**config.mk**
```make
export PLATFORM = sky130hd
export DESIGN_NAME = scan_mode_ctrl
export DESIGN_NICKNAME = d
export VERILOG_FILES = /design/src/rtl/scan_pkg.sv /design/src/rtl/scan_ir.sv /design/src/rtl/scan_pattern.sv /design/src/rtl/scan_bsr.sv /design/src/rtl/scan_mode_ctrl.sv
export SDC_FILE = /design/constraint.sdc
export NUM_CORES = 1
export LEC_CHECK = 0
export CAP_MARGIN = 0
export CORE_MARGIN = 4
export CORE_UTILIZATION = 54
export DETAILED_ROUTE_END_ITERATION = 7
export DONT_BUFFER_PORTS = 1
export GPL_TIMING_DRIVEN = 0
export PLACE_DENSITY = 0.8
export SLEW_MARGIN = 20
export SYNTH_ARGS = -nofsm -noshare
export SYNTH_HDL_FRONTEND = slang
export SYNTH_HIERARCHICAL = 1
export SYNTH_SLANG_ARGS = --single-unit
```
**constraint.sdc**
```tcl
create_clock -name clk -period 5.1 [get_ports clk]
set_input_delay 0.51 -clock clk [delete_from_list [all_inputs] [get_ports clk]]
set_output_delay 0.51 -clock clk [all_outputs]
set_load 0.1 [all_outputs]
```
**src/rtl/scan_pkg.sv**
```systemverilog
package scan_pkg;
  localparam int IR_W = 8;
  localparam logic [IR_W-1:0] IR_CAPTURE = 8'h81;

  localparam logic [IR_W-1:0] OP_EXTEST = 8'h00;
  localparam logic [IR_W-1:0] OP_SAMPLE = 8'h03;
  localparam logic [IR_W-1:0] OP_CLAMP  = 8'h05;
  localparam logic [IR_W-1:0] OP_HIGHZ  = 8'h06;
  localparam logic [IR_W-1:0] OP_IDCODE = 8'h09;
  localparam logic [IR_W-1:0] OP_SIG    = 8'h0A;
  localparam logic [IR_W-1:0] OP_PRPG   = 8'h0C;
  localparam logic [IR_W-1:0] OP_COUNT  = 8'h0F;
  localparam logic [IR_W-1:0] OP_TOGGLE = 8'h11;
  localparam logic [IR_W-1:0] OP_BYPASS = 8'hFF;

  typedef enum logic [3:0] {
    M_BYPASS, M_EXTEST, M_SAMPLE, M_CLAMP, M_HIGHZ,
    M_IDCODE, M_SIG, M_PRPG, M_COUNT, M_TOGGLE
  } mode_e;

  typedef enum logic [1:0] {DR_BYP, DR_ID, DR_BSR, DR_PAT} dr_e;

  function automatic mode_e decode(input logic [IR_W-1:0] op);
    if (^op) return M_BYPASS;
    case (op)
      OP_EXTEST: return M_EXTEST;
      OP_SAMPLE: return M_SAMPLE;
      OP_CLAMP:  return M_CLAMP;
      OP_HIGHZ:  return M_HIGHZ;
      OP_IDCODE: return M_IDCODE;
      OP_SIG:    return M_SIG;
      OP_PRPG:   return M_PRPG;
      OP_COUNT:  return M_COUNT;
      OP_TOGGLE: return M_TOGGLE;
      default:   return M_BYPASS;
    endcase
  endfunction

  function automatic dr_e dr_of(input mode_e m);
    case (m)
      M_IDCODE:                  return DR_ID;
      M_SAMPLE, M_EXTEST, M_TOGGLE: return DR_BSR;
      M_SIG, M_PRPG, M_COUNT:    return DR_PAT;
      default:                   return DR_BYP;
    endcase
  endfunction

  function automatic logic is_test(input mode_e m);
    return m inside {M_EXTEST, M_CLAMP, M_HIGHZ, M_SIG, M_PRPG, M_COUNT, M_TOGGLE};
  endfunction
endpackage

```
**src/rtl/scan_ir.sv**
```systemverilog
module scan_ir
  import scan_pkg::*;
(
  input  logic            clk,
  input  logic            rst,
  input  logic            capture,
  input  logic            shift,
  input  logic            update,
  input  logic            tdi,
  output logic [IR_W-1:0] ir_q,
  output logic [IR_W-1:0] sr_q
);
  always_ff @(posedge clk) begin
    if (rst) begin
      sr_q <= IR_CAPTURE;
      ir_q <= OP_BYPASS;
    end else begin
      if (capture)    sr_q <= IR_CAPTURE;
      else if (shift) sr_q <= {tdi, sr_q[IR_W-1:1]};
      if (update)     ir_q <= sr_q;
    end
  end
endmodule

```
**src/rtl/scan_pattern.sv**
```systemverilog
module scan_pattern
  import scan_pkg::*;
#(
  parameter int W     = 18,
  parameter int TAP_A = 17,
  parameter int TAP_B = 10
) (
  input  logic         clk,
  input  logic         rst,
  input  logic         shift_en,
  input  logic         tdi,
  input  logic         step,
  input  mode_e        mode,
  input  logic [W-1:0] pin_in,
  output logic [W-1:0] pat_q,
  output logic [W-1:0] cnt_q
);
  logic [W-1:0] adv;
  logic         fb;

  always_comb begin
    fb  = pat_q[TAP_A] ^ pat_q[TAP_B];
    adv = {pat_q[W-2:0], fb};
  end

  always_ff @(posedge clk) begin
    if (rst) begin
      pat_q <= W'(1);
      cnt_q <= '0;
    end else if (shift_en) begin
      pat_q <= {tdi, pat_q[W-1:1]};
    end else if (step) begin
      case (mode)
        M_SIG:   pat_q <= adv ^ pin_in;
        M_PRPG:  pat_q <= (pat_q == '0) ? W'(1) : adv;
        M_COUNT: begin
          pat_q <= adv ^ pin_in;
          cnt_q <= cnt_q + W'(1);
        end
        default: ;
      endcase
    end
  end
endmodule

```
**src/rtl/scan_bsr.sv**
```systemverilog
module scan_bsr #(
  parameter int P = 18
) (
  input  logic         clk,
  input  logic         rst,
  input  logic         capture_en,
  input  logic         shift_en,
  input  logic         update_en,
  input  logic         toggle_step,
  input  logic         tdi,
  input  logic [P-1:0] pin_in,
  input  logic [P-1:0] pin_obs,
  output logic         lsb,
  output logic [P-1:0] upd_q
);
  localparam int BW = 2 * P;
  logic [BW-1:0] sr_q;

  assign lsb = sr_q[0];

  always_ff @(posedge clk) begin
    if (rst) begin
      sr_q  <= '0;
      upd_q <= '0;
    end else begin
      if (capture_en)       sr_q <= {pin_obs, pin_in};
      else if (shift_en)    sr_q <= {tdi, sr_q[BW-1:1]};
      else if (toggle_step) sr_q[P-1:0] <= pin_in;
      if (update_en)        upd_q <= sr_q[BW-1:P];
      else if (toggle_step) upd_q <= ~upd_q;
    end
  end
endmodule

```
**src/rtl/scan_mode_ctrl.sv**
```systemverilog
module scan_mode_ctrl
  import scan_pkg::*;
#(
  parameter int          PINS     = 18,
  parameter int          TAP_A    = 17,
  parameter int          TAP_B    = 10,
  parameter int          ID_W     = 32,
  parameter logic [31:0] ID_VALUE = 32'h0B52_E02F
) (
  input  logic            clk,
  input  logic            rst,
  input  logic            tdi,
  input  logic            capture_ir,
  input  logic            shift_ir,
  input  logic            update_ir,
  input  logic            capture_dr,
  input  logic            shift_dr,
  input  logic            update_dr,
  input  logic            run_idle,
  input  logic [PINS-1:0] pin_in,
  input  logic [PINS-1:0] func_out,
  input  logic            func_oe,
  output logic            tdo,
  output logic [PINS-1:0] pin_out,
  output logic            pin_oe,
  output logic            test_mode
);
  logic [IR_W-1:0] ir_q, ir_sr;
  mode_e           mode;
  dr_e             dsel;
  logic            tm;
  logic            byp_q;
  logic [ID_W-1:0] id_q;
  logic [PINS-1:0] pat_q, cnt_q, upd_q, drv;
  logic            bsr_lsb, oe_t;

  scan_ir u_ir (
    .clk(clk), .rst(rst), .capture(capture_ir), .shift(shift_ir),
    .update(update_ir), .tdi(tdi), .ir_q(ir_q), .sr_q(ir_sr)
  );

  always_comb begin
    mode = decode(ir_q);
    dsel = dr_of(mode);
    tm   = is_test(mode);
  end

  scan_pattern #(.W(PINS), .TAP_A(TAP_A), .TAP_B(TAP_B)) u_pat (
    .clk(clk), .rst(rst), .shift_en(shift_dr && dsel == DR_PAT), .tdi(tdi),
    .step(run_idle), .mode(mode), .pin_in(pin_in), .pat_q(pat_q), .cnt_q(cnt_q)
  );

  scan_bsr #(.P(PINS)) u_bsr (
    .clk(clk), .rst(rst),
    .capture_en(capture_dr && dsel == DR_BSR),
    .shift_en(shift_dr && dsel == DR_BSR),
    .update_en(update_dr && dsel == DR_BSR),
    .toggle_step(run_idle && mode == M_TOGGLE),
    .tdi(tdi), .pin_in(pin_in), .pin_obs(pin_out),
    .lsb(bsr_lsb), .upd_q(upd_q)
  );

  always_ff @(posedge clk) begin
    if (rst) begin
      byp_q <= 1'b0;
      id_q  <= '0;
    end else begin
      if (dsel == DR_BYP) begin
        if (capture_dr)    byp_q <= 1'b0;
        else if (shift_dr) byp_q <= tdi;
      end
      if (dsel == DR_ID) begin
        if (capture_dr)    id_q <= ID_VALUE[ID_W-1:0];
        else if (shift_dr) id_q <= {tdi, id_q[ID_W-1:1]};
      end
    end
  end

  always_comb begin
    if (shift_ir) tdo = ir_sr[0];
    else begin
      case (dsel)
        DR_ID:   tdo = id_q[0];
        DR_BSR:  tdo = bsr_lsb;
        DR_PAT:  tdo = pat_q[0];
        default: tdo = byp_q;
      endcase
    end
    case (mode)
      M_PRPG:  drv = pat_q;
      M_COUNT: drv = cnt_q;
      default: drv = upd_q;
    endcase
    oe_t = (mode != M_HIGHZ);
  end

  always_ff @(posedge clk) begin
    if (rst) begin
      pin_out   <= '0;
      pin_oe    <= 1'b0;
      test_mode <= 1'b0;
    end else begin
      pin_out   <= tm ? drv : func_out;
      pin_oe    <= tm ? oe_t : func_oe;
      test_mode <= tm;
    end
  end
endmodule

```
==> run summary, run 1 <==
outcome: complete, no violations
max_slew headroom: 31.5%
number of distinct library cells after synthesis: 68
# H-tree levels: 4
Num CTS Buffers: 17
Synth Instances: 864
share of the synthesized area in the top cell type: 39.0%
largest net degree at the start of global routing: 17
synthesis warning total: 6
arrival time worst endpoint: 3.42 ns
worst slack at placement: 1.43 ns
vias in the first global route: 6171
antenna-violating nets left: 0
startpoint types: flop
via count: 6444
Area Growth Syn to Fin: 10.9%
most common cell after layout, fill and taps aside: dfxtp_1
EDFF count, synth: 0
mean area per synthesized cell: 9.45 um2
Routed WL per cell: 18.7 um
Critical Path End Type: output pin
share of cells above drive strength 1: 20.9%
main combinational cell family by area after synthesis: simple AND/OR/NAND/NOR gates
I/O pin total: 68
initial antenna violation count: 1
#FFs+latches synth: 159
synthesized net count: 916
WHS: 0.205 ns
full die area: 17200 um2
Reg2Reg Depth: 12
Final Max Slew Viols: 0
xor/xnor share of the synthesized area: 6.51%
DR DRC count: 0
multiplexer area fraction after synthesis: 11.1%
Hold Path Depth: 2
Nets: 935
top cells by area, synth: dfxtp_1 39%, mux2i_1 5.8%, mux2_2 5.1%
Max Fclk: 255 MHz
first-pass GRT wire length: 32200 um
dominant synthesized flop cell: dfxtp_1
GRT Total Usage: 23.9%
area of the mapped netlist: 8170 um2
1st-iter DRT viols: 502
Post-CTS Setup Inserts: 0
Worst-path clk slew: 0.06 ns
Detailed Routing Iterations Pass 1: 5
PnR worst setup slack: 1.17 ns
root buffer cell: clkbuf_16
RSZ-0062 raised after global routing: no
row cnt: 44
Fin Setup TNS: 0 ns
routed vias/inst: 5.97
cell taking the most area after synthesis: dfxtp_1
Detailed Place HPWL: 14500 um
register area share after synthesis: 39.0%
hold_buf cts: 0
commonest cells after routing, fill and taps aside: 159 x dfxtp_1, 93 x nor2_1, 69 x nand2_1
clock tree buffer depth: 2
critical path class: reg2out
Adder-Cell Fraction of Synth Area: 0.766%
GP Congestion: 0.859
worst vdd ir: 0.216 mV
Starting Density: 55.6%
Min-Delay Path Class: in2reg
pwr/cell area: 318 nW/um2
crit-path max FO: 10
Core Region: 14700 um2
Remaining Overflow, GRT: 0
Final Hold Viols: 0
Simple-Gate Fraction of Synth Area: 20.5%
period utilisation layout: 77.0%
port buffer count: 0
TritonCTS clock tree: built
WP data required: 4.59 ns
Leakage: 3.30 nW
post-synthesis compound-gate area fraction: 16.0%
post-layout min period: 3.93 ns
die width: 131 um
Die Height: 131 um
Skew-Pair Late Insertion Delay: 0.42 ns
worst-margin pin slew: 1.03 ns
# resized after CTS: 0
clk_skew: 0.00739 ns
clock sinks: 159
asr flop ratio synth: 0%
Max Cap Viol: 0
Post-Route WL: 20200 um
Final setup violation count: 0
-- synthesized netlist by cell type (2+ instances only) --
| cell type | instances |
|---|---|
| dfxtp_1 | 159 |
| nor2_1 | 93 |
| nand2_1 | 69 |
| a21oi_1 | 47 |
| mux2i_1 | 47 |
| mux2_2 | 37 |
| xnor2_1 | 30 |
| buf_2 | 26 |
| nor3_1 | 26 |
| nand3_1 | 24 |
| xor2_1 | 23 |
| buf_6 | 19 |
| nand3b_1 | 19 |
| a22o_1 | 18 |
| a22oi_1 | 18 |
| a311oi_1 | 18 |
| a311oi_2 | 18 |
| o21ai_0 | 18 |
| clkbuf_1 | 16 |
| nor2b_1 | 14 |
| nor3_2 | 12 |
| or3_1 | 9 |
| inv_1 | 8 |
| o21ai_2 | 8 |
| and2_1 | 7 |
| nor2_2 | 7 |
| a211o_2 | 6 |
| buf_4 | 6 |
| ha_1 | 5 |
| nand2b_1 | 5 |
| nor4_1 | 5 |
| buf_1 | 3 |
| a211o_1 | 2 |
| a211oi_1 | 2 |
| and3_1 | 2 |
| nand4_4 | 2 |
| nor3b_1 | 2 |
| nor4b_1 | 2 |
| o21a_1 | 2 |
| o31ai_1 | 2 |
-- worst max-delay path, stage by stage, from the launching register on --
cell and delay [ns]:
dfxtp_1 0.37, inv_1 0.09, ha_1 0.21, and4bb_2 0.28, a41oi_2 0.25, buf_2 0.25, o21ai_0 0.10, a211oi_1 0.58
o31ai_1 0.19, a31oi_4 0.66
-- metrics by stage --
stage | cell area, um2 | utilization (%) | std cells | total power, mW
after CTS | 9060 | 61.6 | 1079 | 2.89
after detailed placement | 8410 | 57.2 | 1048 | 1.52
after global routing | 9060 | 61.6 | 1080 | 2.96
final | 9060 | 61.6 | 1080 | 2.88
after global placement | 8400 | 57.1 | 1048 | 1.51
after floorplan | 8170 | - | 864 | 1.48
-- path summary, 6_finish.rpt --
path	startpoint	endpoint	slack, ns
max	u_ir/ir_q[1]	tdo	1.17
min	capture_ir	u_ir/sr_q[0]	0.21
min reg2reg	id_q[19]	id_q[19]	0.45
max reg2reg	u_ir/ir_q[0]	u_pat/pat_q[7]	1.35
-- sequential cells by signal (all words and copies together) (netlist names) --
name / cells
u_pat/cnt_q: 18
byp_q: 1
pin_oe: 1
u_ir/ir_q: 8
u_ir/sr_q: 8
id_q: 32
pin_out: 18
u_pat/pat_q: 18
test_mode: 1
u_bsr/upd_q: 18
u_bsr/sr_q: 36
-- cells by family (layout without fill, tap and decap cells) --
kind of cell / Yosys count / in the layout
other cells: 0 / 1
simple gates: 312 / 312
compound gates: 167 / 167
fa+ha+maj: 5 / 5
mux: 85 / 85
buf+inv: 80 / 111
flops: 159 / 159
xor+xnor: 56 / 56
-- metal layers --
| layer | share of wire (%) | GRT usage [%] | routed length [um] | vias up |
|---|---|---|---|---|
| met3 | 7.2 | 6.46 | 1460 | 41 |
| met5 | 0 | 0 | 0 | - |
| met2 | 45 | 36.9 | 9040 | 214 |
| met1 | 45 | 31.9 | 9120 | 3073 |
| met4 | 3.0 | 9.62 | 597 | 0 |
| li1 | - | - | - | 3116 |
-- power by group --
group          internal, mW  total, mW  switching, mW
clock                 0.890       1.39          0.501
sequential             1.26       1.33         0.0710
combinational        0.0667      0.164         0.0969
total                  2.21       2.88          0.669
-- area by class of cell --
| class | count | area, um2 |
|---|---|---|
| Antenna cell | 1 | 2.50 |
| Buffer | 72 | 473 |
| Clock buffer | 20 | 457 |
| Clock inverter | 11 | 186 |
| Fill cell | 1196 | 5640 |
| Inverter | 8 | 30.0 |
| Multi-Input combinational cell | 625 | 4500 |
| Sequential cell | 159 | 3180 |
| Tap cell | 184 | 230 |
Note: power is estimated with default switching activity, not from simulation.
==> inputs of run 2 (changes only) <==
clock period = 3.9 ns   (was 5.1 ns; I/O delays follow)
==> run 2 against run 1 <==
Utilization is 0.54 points lower. Register-to-register slack got worse by 0.83 ns. Critical path depth unchanged. Global-route usage decreased by 0.14 points. Count of clock-buffer cells in the layout shrank 1. First-iteration DRC count down 1.8%. Total power is 22% higher. Setup slack got worse by 0.93 ns. Clock skew up 0.0059 ns. Sequential share of layout area is 0.31 points higher. Worst hold slack worse by 0.13 ns.
==> run summary, run 2 (synthesized netlist as in run 1, its figures left out) <==
Reg area: 3180 um2
Final setup violation count: 0
Num CTS Buffers: 17
die width: 131 um
initial antenna violation count: 0
Area Growth Syn to Fin: 9.93%
outcome: complete, no violations
max_slew headroom: 30.9%
GP Congestion: 0.896
post-layout min period: 3.66 ns
TritonCTS clock tree: built
arrival time worst endpoint: 3.27 ns
biggest regs: u_bsr/sr_q: 36 flops, id_q: 32 flops
met2 Resource Use GR: 38.1%
RSZ-0062 raised after global routing: no
Starting Density: 55.6%
crit-path max FO: 10
Post-CTS Setup Inserts: 0
clock tree buffer depth: 2
Final Hold Viols: 0
commonest cells after routing, fill and taps aside: 159 x dfxtp_1, 93 x nor2_1, 69 x nand2_1
Placed Cells: 1048
DR DRC count: 0
Worst-path clk slew: 0.06 ns
largest net degree at the start of global routing: 17
routed vias/inst: 6.00
critical path class: reg2out
M1 GR Usage: 31.4%
Largest register FFs: 36
root buffer cell: clkbuf_16
Max Fclk: 273 MHz
most common cell after layout, fill and taps aside: dfxtp_1
worst vdd ir: 0.388 mV
r2r setup slk: 0.52 ns
Leakage: 3.24 nW
share of cells above drive strength 1: 21.5%
final std cells w/o fill: 1079
I/O pin total: 68
1st-iter DRT viols: 493
worst-margin pin slew: 1.04 ns
Critical Path End Type: output pin
Final Max Slew Viols: 0
full die area: 17200 um2
antenna-violating nets left: 0
period utilisation layout: 93.9%
Remaining Overflow, GRT: 0
port buffer count: 0
vias in the first global route: 6155
GR Util met3: 6.54%
hold_buf cts: 0
clock sinks: 159
GRT Total Usage: 23.8%
WP data required: 3.51 ns
Core Region: 14700 um2
Min-Delay Path Class: in2reg
pwr/cell area: 393 nW/um2
Die Height: 131 um
via count: 6478
Post-Route WL: 20000 um
# H-tree levels: 4
clk_skew: 0.0133 ns
global routing's busiest layer: met2
fill cell total of the finished layout: 1231
row cnt: 44
Routed WL per cell: 18.5 um
Max Cap Viol: 0
ant diodes: 0
Detailed Routing Iterations Pass 1: 4
Fin Setup TNS: 0 ns
Biggest register: u_bsr/sr_q
multi-input logic area: 4510 um2
first-pass GRT wire length: 32100 um
Detailed Place HPWL: 14000 um
Nets: 934
startpoint types: flop
Skew-Pair Late Insertion Delay: 0.44 ns
## run 2: layout make-up
class                      instances  share of cell area (%)
sequential                       159                    35.5
clock inverter                    13                    1.16
inverter                           8                   0.334
clock buffer                      19                    5.04
buffer                            71                    5.24
multi-input combinational        625                    50.2
tap                              184                    2.56
## run 2: where the power goes
part | switching (mW) | leakage (nW) | internal, mW
combinational | 0.127 | 1.70 | 0.0877
sequential | 0.0926 | 1.29 | 1.64
clock | 0.720 | 0.258 | 0.858
total | 0.940 | 3.24 | 2.59
## run 2: routing by layer
metal | up-vias | part of all wire, %
met5 | - | 0
met4 | 0 | 2.3
met3 | 31 | 5.6
met2 | 180 | 48
met1 | 3157 | 44
li1 | 3110 | -
## run 2: metrics by stage
step	utilization, %	area [um2]	setup slack (ns)	hold slack [ns]	power, mW
6_report	61.1	8980	0.240	0.0705	3.53
3_5_place_dp	57.2	8410	0.106	0.443	1.98
2_1_floorplan	-	8170	0.595	0.432	1.94
4_1_cts	61.0	8970	0.0839	0.0572	3.54
5_1_grt	61.1	8980	0.0171	0.0527	3.63
3_3_place_gp	57.2	8400	0.132	0.439	1.98
## run 2: worst paths after layout
path | start | end | depth (start not counted)
hold reg to reg | id_q[29] | id_q[29] | 2
setup / recovery | u_ir/ir_q[0] | tdo | 9
setup reg to reg | u_ir/ir_q[0] | u_pat/pat_q[16] | 12
hold / removal | capture_ir | u_ir/sr_q[0] | 2
## run 2: worst max-delay path, stage by stage (launching register included)
cell      delay (ns)
dfxtp_1         0.38
inv_1           0.08
ha_1            0.38
xnor2_1         0.22
xnor2_1         0.14
nand2_1         0.24
nor3_1          0.29
buf_2           0.30
a211oi_1        0.15
a31oi_4         0.66
## run 2: timing repair
action | in CTS | in global routing
resized for setup | 1 | 3
endpoints found under the setup margin | 1 | 9
pin swaps | 1 | 1
==> inputs of run 3 (changes only) <==
ABC_CLOCK_PERIOD_IN_PS = 3900   (was unset)
CORE_ASPECT_RATIO = 0.75   (was unset)
PLACE_DENSITY = 0.69   (was 0.8)
==> run 3 against run 2 <==
Routed wire length grew 5.3%. Worst hold slack gained 0.026 ns. Setup slack lost 0.017 ns. Register-to-register slack lost 0.05 ns. Non-clock buffer count is the same. Sequential cell count is the same. Sequential share of layout area shrank 0.15 points. Total power grew 1.5%. Utilization grew 0.49 points. Design area grew 0.42%. Cell count grew 1.5%. Global-route usage grew 0.80 points.
==> run summary, run 3 (synthesized netlist as in run 1, its figures left out) <==
outcome: complete, no violations
Num CTS Buffers: 17
antenna-violating nets left: 0
1st-iter DRT viols: 536
Sw Pwr: 940 uW
Worst-path clk slew: 0.06 ns
WP data required: 3.51 ns
DR DRC count: 0
global routing's busiest layer: met2
Final Hold Viols: 0
Final Max Slew Viols: 0
multi-input logic area: 4510 um2
root buffer cell: clkbuf_16
Max Fclk: 272 MHz
Leakage: 3.25 nW
worst vdd ir: 0.297 mV
Comb pwr share: 6.1%
critical path class: reg2out
I/O pin total: 68
port buffer count: 0
initial antenna violation count: 0
Detailed Place HPWL: 15100 um
routed vias/inst: 5.98
first-pass GRT wire length: 33400 um
ant diodes: 0
vias in the first global route: 6417
met2 Resource Use GR: 39.2%
post-layout min period: 3.68 ns
Power Total: 3.58 mW
TritonCTS clock tree: built
Clk network pwr share: 45.5%
Detailed Routing Iterations Pass 1: 5
Min-Delay Path Class: in2reg
Die Height: 115 um
Critical Path End Type: output pin
full die area: 17200 um2
Biggest register: u_bsr/sr_q
GRT Total Usage: 24.6%
max_slew headroom: 31.6%
Fin Setup TNS: 0 ns
Hold Path Depth: 2
arrival time worst endpoint: 3.29 ns
period utilisation layout: 94.3%
hold_buf cts: 0
row cnt: 38
most common cell after layout, fill and taps aside: dfxtp_1
Final setup violation count: 0
pwr/cell area: 397 nW/um2
Largest register FFs: 36
switching share of power: 26.3%
M1 GR Usage: 33.1%
P_int: 2.64 mW
Skew-Pair Late Insertion Delay: 0.43 ns
GP Congestion: 0.878
# H-tree levels: 4
Max Cap Viol: 0
Starting Density: 55.8%
worst-margin pin slew: 1.02 ns
crit-path max FO: 10
clock tree buffer depth: 2
commonest cells after routing, fill and taps aside: 159 x dfxtp_1, 93 x nor2_1, 69 x nand2_1
Remaining Overflow, GRT: 0
Core Region: 14600 um2
Routed WL per cell: 19.2 um
startpoint types: flop
die width: 150 um
Post-CTS Setup Inserts: 0
fill cell total of the finished layout: 1279
share of cells above drive strength 1: 21.3%
Nets: 934
biggest regs: u_bsr/sr_q: 36 flops, id_q: 32 flops
via count: 6550
RSZ-0062 raised after global routing: no
GR Util met3: 6.33%
Reg2Reg Depth: 13
Area Growth Syn to Fin: 10.4%
clock sinks: 159
Reg power frac: 48.5%
clk_skew: 0.00879 ns
largest net degree at the start of global routing: 17
Reg area: 3180 um2
Post-Route WL: 21000 um
## run 3: cell count changes in the layout (fill, tap and decap cells not counted), sizes merged
cell | previous run | this run
clkbuf | 35 | 36
bufinv | 0 | 1
buf | 55 | 54
clkinvlp | 6 | 4
inv | 13 | 14
## run 3: worst max-delay path, cell delays in order, from the launching register on
cell and delay (ns):
dfxtp_1 0.38, inv_1 0.09, ha_1 0.38, xnor2_1 0.22, xnor2_1 0.15, nand2_1 0.25
nor3_1 0.30, clkbuf_4 0.28, a211oi_1 0.16, a31oi_4 0.66
## run 3: metrics by stage
step                area [um2]  util, %  setup WS, ns  hold slack (ns)  instances
finish                    9020     61.6         0.223           0.0965       1095
global route              9020     61.6       0.00177           0.0868       1095
CTS                       9010     61.5        0.0327           0.0831       1096
detailed placement        8430     57.6        0.0343            0.446       1064
global placement          8420     57.5         0.146            0.439       1064
floorplan                 8170        -         0.595            0.432        864
## run 3: layer usage
| metal | share of wire, % | wire (um) |
|---|---|---|
| met3 | 6.0 | 1270 |
| met2 | 46 | 9710 |
| met5 | 0 | 0 |
| met1 | 46 | 9670 |
| met4 | 1.7 | 361 |
## run 3: cell type report
cell class | instances | area share (%)
Buffer | 71 | 5.25
Clock buffer | 19 | 4.91
Clock inverter | 13 | 1.43
Inverter | 8 | 0.333
Multi-Input combinational cell | 625 | 50.0
Sequential cell | 159 | 35.3
Tap cell | 200 | 2.78
## run 3: what timing repair did
item,CTS,global route
pin swaps,1,1
gates cloned,0,0
setup endpoints to repair,1,9
gates resized for setup,1,4
## run 3: path summary, 6_finish.rpt
check                     from               to  slack (ns)
hold reg to reg       id_q[30]         id_q[30]        0.46
setup reg to reg  u_ir/ir_q[0]  u_pat/cnt_q[16]        0.47
hold / removal      capture_ir     u_ir/sr_q[0]         0.1
setup / recovery  u_ir/ir_q[0]              tdo        0.22
## run 3: power groups by stage
| stage | Clock [mW] | Sequential [mW] | Combinational [mW] |
|---|---|---|---|
| floorplan | 0 | 1.77 | 0.171 |
| global placement | 0 | 1.77 | 0.206 |
| detailed placement | 0 | 1.77 | 0.211 |
| CTS | 1.65 | 1.74 | 0.212 |
| global route | 1.71 | 1.74 | 0.233 |
| finish | 1.63 | 1.73 | 0.217 |
